File: src/rtl/tfq_pkg.sv
package tfq_pkg;

   typedef enum logic [3:0] {
      REG_CTRL   = 4'd0,
      REG_TXDATA = 4'd1,
      REG_RXDATA = 4'd2,
      REG_TXTHR  = 4'd3,
      REG_RXTHR  = 4'd4,
      REG_MASK   = 4'd5,
      REG_RAW    = 4'd6,
      REG_MASKED = 4'd7,
      REG_CLEAR  = 4'd8
   } reg_sel_e;

   // status bit positions
   localparam int B_TX_EMPTY  = 0;
   localparam int B_TX_NEMPTY = 1;
   localparam int B_TX_FULL   = 2;
   localparam int B_TX_OVR    = 3;
   localparam int B_RX_EMPTY  = 4;
   localparam int B_RX_NFULL  = 5;
   localparam int B_RX_FULL   = 6;
   localparam int B_SLV0      = 16;
   localparam int B_SLV1      = 17;
   localparam int B_SLV2      = 18;
   localparam int B_DONE_STOP = 19;
   localparam int B_SLV3      = 20;
   localparam int B_ARB_LOST  = 24;
   localparam int B_BUS_ERR   = 25;
   localparam int B_DONE_NOST = 28;

   localparam logic [31:0] LEVEL_BITS    = 32'h0000_0077;
   localparam logic [31:0] LATCH_BITS    = 32'h131F_0008;
   localparam logic [31:0] CLEARABLE     = 32'h131F_007F;
   localparam logic [31:0] MASK_WRITABLE = 32'h1FFF_FFFF;

endpackage

File: src/rtl/tfq_fifo.sv
module tfq_fifo #(
   parameter int DW    = 8,
   parameter int DEPTH = 16
) (
   input  logic                          clk,
   input  logic                          rst_n,
   input  logic                          clear,
   input  logic                          push,
   input  logic [DW-1:0]                 din,
   input  logic                          pop,
   output logic [DW-1:0]                 dout,
   output logic [$clog2(DEPTH+1)-1:0]    count,
   output logic                          empty,
   output logic                          full
);
   localparam int AW = $clog2(DEPTH);
   localparam int CW = $clog2(DEPTH+1);

   generate
      if (DEPTH < 2 || (1 << AW) != DEPTH) begin : g_bad_depth
         $error("tfq_fifo: DEPTH must be a power of two, at least 2");
      end
      if (DW < 1) begin : g_bad_width
         $error("tfq_fifo: DW must be positive");
      end
   endgenerate

   logic [DW-1:0] mem [DEPTH];
   logic [AW-1:0] wptr, rptr;
   logic [CW-1:0] count_n;
   logic          do_push, do_pop;

   assign empty   = (count == '0);
   assign full    = (count == CW'(DEPTH));
   assign do_push = push && !full;
   assign do_pop  = pop && !empty;
   assign dout    = empty ? '0 : mem[rptr];

   always_comb begin
      case ({do_push, do_pop})
         2'b10:   count_n = count + 1'b1;
         2'b01:   count_n = count - 1'b1;
         default: count_n = count;
      endcase
   end

   always_ff @(posedge clk or negedge rst_n) begin
      if (!rst_n) begin
         wptr  <= '0;
         rptr  <= '0;
         count <= '0;
      end else if (clear) begin
         wptr  <= '0;
         rptr  <= '0;
         count <= '0;
      end else begin
         if (do_push) wptr <= wptr + 1'b1;
         if (do_pop)  rptr <= rptr + 1'b1;
         count <= count_n;
      end
   end

   always_ff @(posedge clk) begin
      if (do_push && !clear) mem[wptr] <= din;
   end

endmodule

File: src/rtl/tfq_flush_seq.sv
module tfq_flush_seq #(
   parameter int CYCLES = 4
) (
   input  logic clk,
   input  logic rst_n,
   input  logic start,
   output logic busy,
   output logic done
);
   localparam int CW = $clog2(CYCLES+1);

   generate
      if (CYCLES < 1) begin : g_bad_cycles
         $error("tfq_flush_seq: CYCLES must be at least 1");
      end
   endgenerate

   logic [CW-1:0] cnt;

   assign busy = (cnt != '0);
   assign done = (cnt == CW'(1));

   always_ff @(posedge clk or negedge rst_n) begin
      if (!rst_n)          cnt <= '0;
      else if (cnt != '0)  cnt <= cnt - 1'b1;
      else if (start)      cnt <= CW'(CYCLES);
   end

endmodule

File: src/rtl/tfq_irq_unit.sv
module tfq_irq_unit
   import tfq_pkg::*;
(
   input  logic        clk,
   input  logic        rst_n,
   input  logic [31:0] level,
   input  logic [31:0] evt,
   input  logic        mask_we,
   input  logic        clr_we,
   input  logic [31:0] wdata,
   output logic [31:0] raw,
   output logic [31:0] masked,
   output logic [31:0] mask_q,
   output logic        irq
);
   logic [31:0] lat_q;
   logic [31:0] clr_vec;

   assign clr_vec = clr_we ? (wdata & CLEARABLE) : '0;

   always_ff @(posedge clk or negedge rst_n) begin
      if (!rst_n) begin
         lat_q  <= '0;
         mask_q <= '0;
      end else begin
         lat_q <= ((lat_q & ~clr_vec) | evt) & LATCH_BITS;
         if (mask_we) mask_q <= wdata & MASK_WRITABLE;
      end
   end

   assign raw    = lat_q | (level & LEVEL_BITS);
   assign masked = raw & mask_q;
   assign irq    = |masked;

endmodule

File: src/rtl/txrx_fifo_irq.sv
module txrx_fifo_irq
   import tfq_pkg::*;
#(
   parameter int DW           = 8,
   parameter int DEPTH        = 16,
   parameter int FLUSH_CYCLES = 4
) (
   input  logic          clk,
   input  logic          rst_n,
   input  logic          reg_wr,
   input  logic          reg_rd,
   input  logic [3:0]    reg_addr,
   input  logic [31:0]   reg_wdata,
   output logic [31:0]   reg_rdata,
   input  logic          eng_tx_pop,
   output logic [DW-1:0] eng_tx_data,
   output logic          eng_tx_valid,
   input  logic          eng_rx_push,
   input  logic [DW-1:0] eng_rx_data,
   output logic          eng_rx_ready,
   input  logic          evt_done_stop,
   input  logic          evt_done_nostop,
   input  logic          evt_arb_lost,
   input  logic          evt_bus_err,
   input  logic [3:0]    evt_slave,
   output logic          irq
);
   localparam int THR_W = $clog2(DEPTH);
   localparam int CW    = $clog2(DEPTH+1);

   generate
      if (DW > 32) begin : g_bad_dw
         $error("txrx_fifo_irq: DW must fit the 32-bit register bus");
      end
   endgenerate

   logic [THR_W-1:0] tx_thr, rx_thr;
   logic             tx_busy, rx_busy, tx_done, rx_done;
   logic [CW-1:0]    tx_count, rx_count;
   logic             tx_empty, tx_full, rx_empty, rx_full;
   logic [DW-1:0]    rx_dout;
   logic             tx_push, tx_pop, rx_push, rx_pop, tx_ovr;
   logic             wr_ctrl;
   logic [31:0]      level_vec, evt_vec, raw_status, masked_status, mask_q;

   assign wr_ctrl = reg_wr && (reg_addr == REG_CTRL);
   assign tx_push = reg_wr && (reg_addr == REG_TXDATA) && !tx_busy;
   assign tx_ovr  = tx_push && tx_full;
   assign tx_pop  = eng_tx_pop && !tx_busy;
   assign rx_push = eng_rx_push && !rx_busy;
   assign rx_pop  = reg_rd && (reg_addr == REG_RXDATA) && !rx_busy;

   always_ff @(posedge clk or negedge rst_n) begin
      if (!rst_n) begin
         tx_thr <= '0;
         rx_thr <= '0;
      end else if (reg_wr) begin
         if (reg_addr == REG_TXTHR) tx_thr <= reg_wdata[THR_W-1:0];
         if (reg_addr == REG_RXTHR) rx_thr <= reg_wdata[THR_W-1:0];
      end
   end

   tfq_flush_seq #(.CYCLES(FLUSH_CYCLES)) u_tx_flush (
      .clk(clk), .rst_n(rst_n), .start(wr_ctrl && reg_wdata[0]),
      .busy(tx_busy), .done(tx_done));

   tfq_flush_seq #(.CYCLES(FLUSH_CYCLES)) u_rx_flush (
      .clk(clk), .rst_n(rst_n), .start(wr_ctrl && reg_wdata[1]),
      .busy(rx_busy), .done(rx_done));

   tfq_fifo #(.DW(DW), .DEPTH(DEPTH)) u_tx_fifo (
      .clk(clk), .rst_n(rst_n), .clear(tx_done),
      .push(tx_push), .din(reg_wdata[DW-1:0]), .pop(tx_pop),
      .dout(eng_tx_data), .count(tx_count), .empty(tx_empty), .full(tx_full));

   tfq_fifo #(.DW(DW), .DEPTH(DEPTH)) u_rx_fifo (
      .clk(clk), .rst_n(rst_n), .clear(rx_done),
      .push(rx_push), .din(eng_rx_data), .pop(rx_pop),
      .dout(rx_dout), .count(rx_count), .empty(rx_empty), .full(rx_full));

   assign eng_tx_valid = !tx_empty && !tx_busy;
   assign eng_rx_ready = !rx_full && !rx_busy;

   always_comb begin
      level_vec              = '0;
      level_vec[B_TX_EMPTY]  = tx_empty;
      level_vec[B_TX_NEMPTY] = (tx_count <= CW'(tx_thr));
      level_vec[B_TX_FULL]   = tx_full;
      level_vec[B_RX_EMPTY]  = rx_empty;
      level_vec[B_RX_NFULL]  = (rx_count >= CW'(rx_thr));
      level_vec[B_RX_FULL]   = rx_full;
   end

   always_comb begin
      evt_vec              = '0;
      evt_vec[B_TX_OVR]    = tx_ovr;
      evt_vec[B_SLV0]      = evt_slave[0];
      evt_vec[B_SLV1]      = evt_slave[1];
      evt_vec[B_SLV2]      = evt_slave[2];
      evt_vec[B_SLV3]      = evt_slave[3];
      evt_vec[B_DONE_STOP] = evt_done_stop;
      evt_vec[B_DONE_NOST] = evt_done_nostop;
      evt_vec[B_ARB_LOST]  = evt_arb_lost;
      evt_vec[B_BUS_ERR]   = evt_bus_err;
   end

   tfq_irq_unit u_irq (
      .clk(clk), .rst_n(rst_n), .level(level_vec), .evt(evt_vec),
      .mask_we(reg_wr && (reg_addr == REG_MASK)),
      .clr_we(reg_wr && (reg_addr == REG_CLEAR)),
      .wdata(reg_wdata), .raw(raw_status), .masked(masked_status),
      .mask_q(mask_q), .irq(irq));

   always_comb begin
      case (reg_addr)
         REG_CTRL:   reg_rdata = {30'd0, rx_busy, tx_busy};
         REG_RXDATA: reg_rdata = rx_busy ? '0 : 32'(rx_dout);
         REG_TXTHR:  reg_rdata = 32'(tx_thr);
         REG_RXTHR:  reg_rdata = 32'(rx_thr);
         REG_MASK:   reg_rdata = mask_q;
         REG_RAW:    reg_rdata = raw_status;
         REG_MASKED: reg_rdata = masked_status;
         default:    reg_rdata = '0;
      endcase
   end

endmodule

File: config.mk
export PLATFORM = sky130hd
export DESIGN_NAME = txrx_fifo_irq
export DESIGN_NICKNAME = d
export VERILOG_FILES = /design/src/rtl/tfq_pkg.sv /design/src/rtl/tfq_fifo.sv /design/src/rtl/tfq_flush_seq.sv /design/src/rtl/tfq_irq_unit.sv /design/src/rtl/txrx_fifo_irq.sv
export SDC_FILE = /design/constraint.sdc
export NUM_CORES = 1
export LEC_CHECK = 0
export ABC_AREA = 1
export ABC_CLOCK_PERIOD_IN_PS = 2380
export CORE_MARGIN = 5
export CORE_UTILIZATION = 30
export DETAILED_ROUTE_END_ITERATION = 6
export PLACE_DENSITY = 0.55
export SLEW_MARGIN = 0
export SYNTH_ARGS = -nofsm -noshare
export SYNTH_HDL_FRONTEND = slang
export SYNTH_SLANG_ARGS = --single-unit
File: constraint.sdc
create_clock -name clk -period 2.38 [get_ports clk]
set_clock_uncertainty 0.1 [all_clocks]
set_input_delay 0.357 -clock clk [delete_from_list [all_inputs] [get_ports clk]]
set_output_delay 0.357 -clock clk [all_outputs]
set_load 0.05 [all_outputs]
==> results.md <==
* Run status: complete, but fails checks
* Failing checks: negative setup slack
* PortBufs at 94
* Via density at 4.84
* Detailed router's first-iteration violation count at 908
* Unique masters post-synth at 38
* Kind of cell adding the most delay to the critical path: flip-flops
* CP bufs+invs at 3
* Die area at 55000 um2
* Setup slack after layout at -0.350 ns
* Switching power at 7.77 mW
* Slowest CP cell: dfrtp_1
* Grt ovf at 0
* Gpl congestion at 0.886
* Synth-to-Final Area Change at 39.8%
* Peak VDD IR at 0.607 mV
* Max Slew Vio Count at 0
* Largest net degree at the start of global routing at 33
* Rows at 82
* Worst hold slack after final layout at 0.166 ns
* Worst setup EP type: output port
* DRT Pass-1 Iters at 5
* Wire length of the first global-routing pass at 68100 um
* Register bit total from synthesis at 334
* Internal power at 13.6 mW
* Utilization after layout at 0.423
* WP data arrival at 2.27 ns
* Fmax at 366 MHz
* Pre-CTS WS at -0.393 ns
* Crit path cell chain: buf_6, ha_4, nand2_2, inv_1, o21ai_1, nand4_1, a21oi_2, nand2_2, buf_12
* Antenna violations before repair at 0
* Clock network power share at 0.258
* Initial Util at 0.302
* Placed wire-length estimate at 27600 um
* Max_slew headroom at 0.530
* Avg Synthesized Cell Area at 9.87 um2
* Root Buffer: clkbuf_16
* Final Critical Period at 2.73 ns
* Fin. Hold Viols at 0
* Hold crit path type: in2reg
* DRC viols at 0
* Sw Share at 0.364
* WL/cell at 18.5 um
* Final setup viols at 18
* Core ar. at 50100 um2
* Clock sinks at 334
* Clock transition at the registers of the reported paths at 0.06 ns
* Ports at 101
* Fraction of layout cells with a size suffix above 1 at 0.287
* All-Layer GR Usage at 0.160
* Leak at 8.60 nW
* Die H at 235 um
* Cell Area, Synth at 15100 um2
* RSZ-0062 raised after global routing: true
* Worst setup SP type: register
* Clk_lat worst skew at 0.55 ns
* Crit path top cell by count: nand2_2
* Maxcap violations at 0
* Crit path max fanout at 3
* Logic pwr share at 0.409
* Pwr per Cell Area at 1010 nW/um2
* Synthesis Warnings at 0
* Drt total wl at 45700 um
* Post-synthesis sequential area ratio at 0.637
* Worst Tran Pin Value at 0.703 ns
* Max Buffers Root-to-Sink at 3
* # H-tree levels at 2
* Total CTS buffers at 37
* Vias in the first global route at 11693
* Slowest cell delay on critical path at 0.40 ns
* Vias at 11978
* Detail Route Antenna Nets at 0
* Final Cycle Share at 1.15
* Final Instance Area at 21200 um2
* Die X at 235 um
* WP data required at 1.92 ns
* TritonCTS clock tree: built
* Cell count after synthesis at 1533
* Placed cell area at 18000 um2
* Nets at 1861
* Critical path type: reg2out
* # diodes at 0
* Flop pwr share at 0.332
## what timing repair did
action	in CTS	in global routing
pin swaps	51	67
setup endpoints to repair	28	45
cloned	16	4
resized for setup	177	160
buffers inserted	21	13
endpoints found under the hold margin	29	0
hold buffers	1	0
## flip-flops by register name, indices dropped and copies added (netlist names)
signal           count
tx_thr               4
u_tx_fifo.mem      128
u_rx_fifo.rptr       4
rx_thr               4
u_rx_flush.cnt       3
u_tx_fifo.wptr       4
u_tx_flush.cnt       3
u_rx_fifo.wptr       4
u_rx_fifo.mem      128
u_tx_fifo.count      5
u_irq.mask_q        29
u_irq.lat_q          9
u_rx_fifo.count      5
u_tx_fifo.rptr       4
## routing by layer
layer,routed length (um),global-route usage,up-vias
li1,-,-,5635
met5,0,0,-
met3,2750,0.0265,90
met4,1300,0.0487,0
met1,19300,0.214,5868
met2,22400,0.267,385
## per-stage QoR
stage | std cells | TNS, ns | total power, mW
CTS | 2463 | -5.61 | 20.8
finish | 2475 | -4.23 | 21.3
global placement | 2360 | -6.38 | 13.6
detailed placement | 2360 | -11.57 | 13.7
global route | 2475 | -6.16 | 22.4
floorplan | 1535 | -0.0179 | 10.8
## final cells by class
cell class                 count  area [um2]
timing repair buffer         268        3220
fill                        4797       28900
clock buffer                  44         962
tap                          672         841
multi-input combinational    993        5750
inverter                     143         568
sequential                   334        9640
clock inverter                21         178
## synth_stat cells
cell type | number | share of area
o22ai_1 | 1 | 0.00041
a21o_1 | 8 | 0.0040
o221ai_1 | 8 | 0.0046
buf_4 | 6 | 0.0030
nand2_1 | 484 | 0.12
a21oi_1 | 16 | 0.0053
buf_2 | 33 | 0.011
buf_6 | 3 | 0.0022
clkbuf_1 | 17 | 0.0042
nand3b_1 | 1 | 0.00050
nand3_1 | 205 | 0.068
clkinv_1 | 5 | 0.0012
inv_1 | 134 | 0.033
buf_1 | 6 | 0.0015
mux2_1 | 1 | 0.00074
o2bb2ai_1 | 1 | 0.00058
nor2_4 | 3 | 0.0022
a21boi_0 | 2 | 0.00099
nor3_1 | 19 | 0.0063
inv_2 | 4 | 0.00099
o211ai_1 | 4 | 0.0020
or2_2 | 2 | 0.00083
edfxtp_1 | 256 | 0.51
a22o_1 | 3 | 0.0017
o21ai_1 | 25 | 0.0083
o21bai_1 | 3 | 0.0015
nand2_2 | 3 | 0.0012
nor2_2 | 3 | 0.0012
o21ai_0 | 49 | 0.016
dfrtp_1 | 78 | 0.13
xor2_1 | 8 | 0.0046
xnor2_1 | 3 | 0.0017
nor2_1 | 94 | 0.023
a22oi_1 | 2 | 0.00099
ha_1 | 26 | 0.021
conb_1 | 1 | 0.00025
nand4_1 | 14 | 0.0058
o31ai_1 | 2 | 0.00099
## tightest hold or removal path: stages
cell	delay (ns)
dlymetal6s2s_1	0.12
nor2_2	0.07
nand3_1	0.14
o31ai_1	0.09
## kinds of logic (layout without fill, tap and decap cells)
kind of cell,Yosys count,after routing,share of synthesized area
AO/OA/AOI/OAI,124,124,0.0475
XOR/XNOR,11,11,0.00637
adder cells (fa/ha/maj),26,26,0.0215
buffers and inverters,208,476,0.0573
flip-flops,334,334,0.637
multiplexers,1,1,0.000744
other,1,3,0.000248
AND/OR/NAND/NOR,828,828,0.229
## power groups by stage
stage	Combinational, mW	Sequential [mW]	Clock [mW]
after global routing	9.41	7.14	5.90
after global placement	6.48	7.14	0
after floorplan	3.69	7.11	0
after CTS	8.07	7.08	5.63
after detailed placement	6.55	7.16	0
final	8.73	7.09	5.52
## path summary, 6_finish.rpt
path,cells after the start,slack [ns],endpoint,startpoint
hold reg to reg,2,0.41,u_irq.mask_q[11],u_irq.mask_q[11]
setup reg to reg,17,-0.02,u_rx_fifo.count[4],u_rx_fifo.count[2]
setup / recovery,9,-0.35,reg_rdata[5],u_rx_fifo.count[2]
min in group asynchronous,2,0.19,u_irq.mask_q[15],rst_n
hold / removal,4,0.17,u_irq.lat_q[3],reg_addr[2]
max in group asynchronous,3,1.39,u_irq.lat_q[20],rst_n
## cells in the final DEF, fill, tap and decap left out, drive strengths merged, types with 48 or more instances in the layout
| master | Yosys | layout |
|---|---|---|
| nor2 | 100 | 100 |
| nand3 | 205 | 205 |
| o21ai | 74 | 74 |
| buf | 48 | 210 |
| clkbuf | 17 | 48 |
| clkdlybuf4s50 | 0 | 51 |
| dfrtp | 78 | 78 |
| inv | 138 | 139 |
| nand2 | 487 | 487 |
| edfxtp | 256 | 256 |
Power figures use the tool's default switching activity.
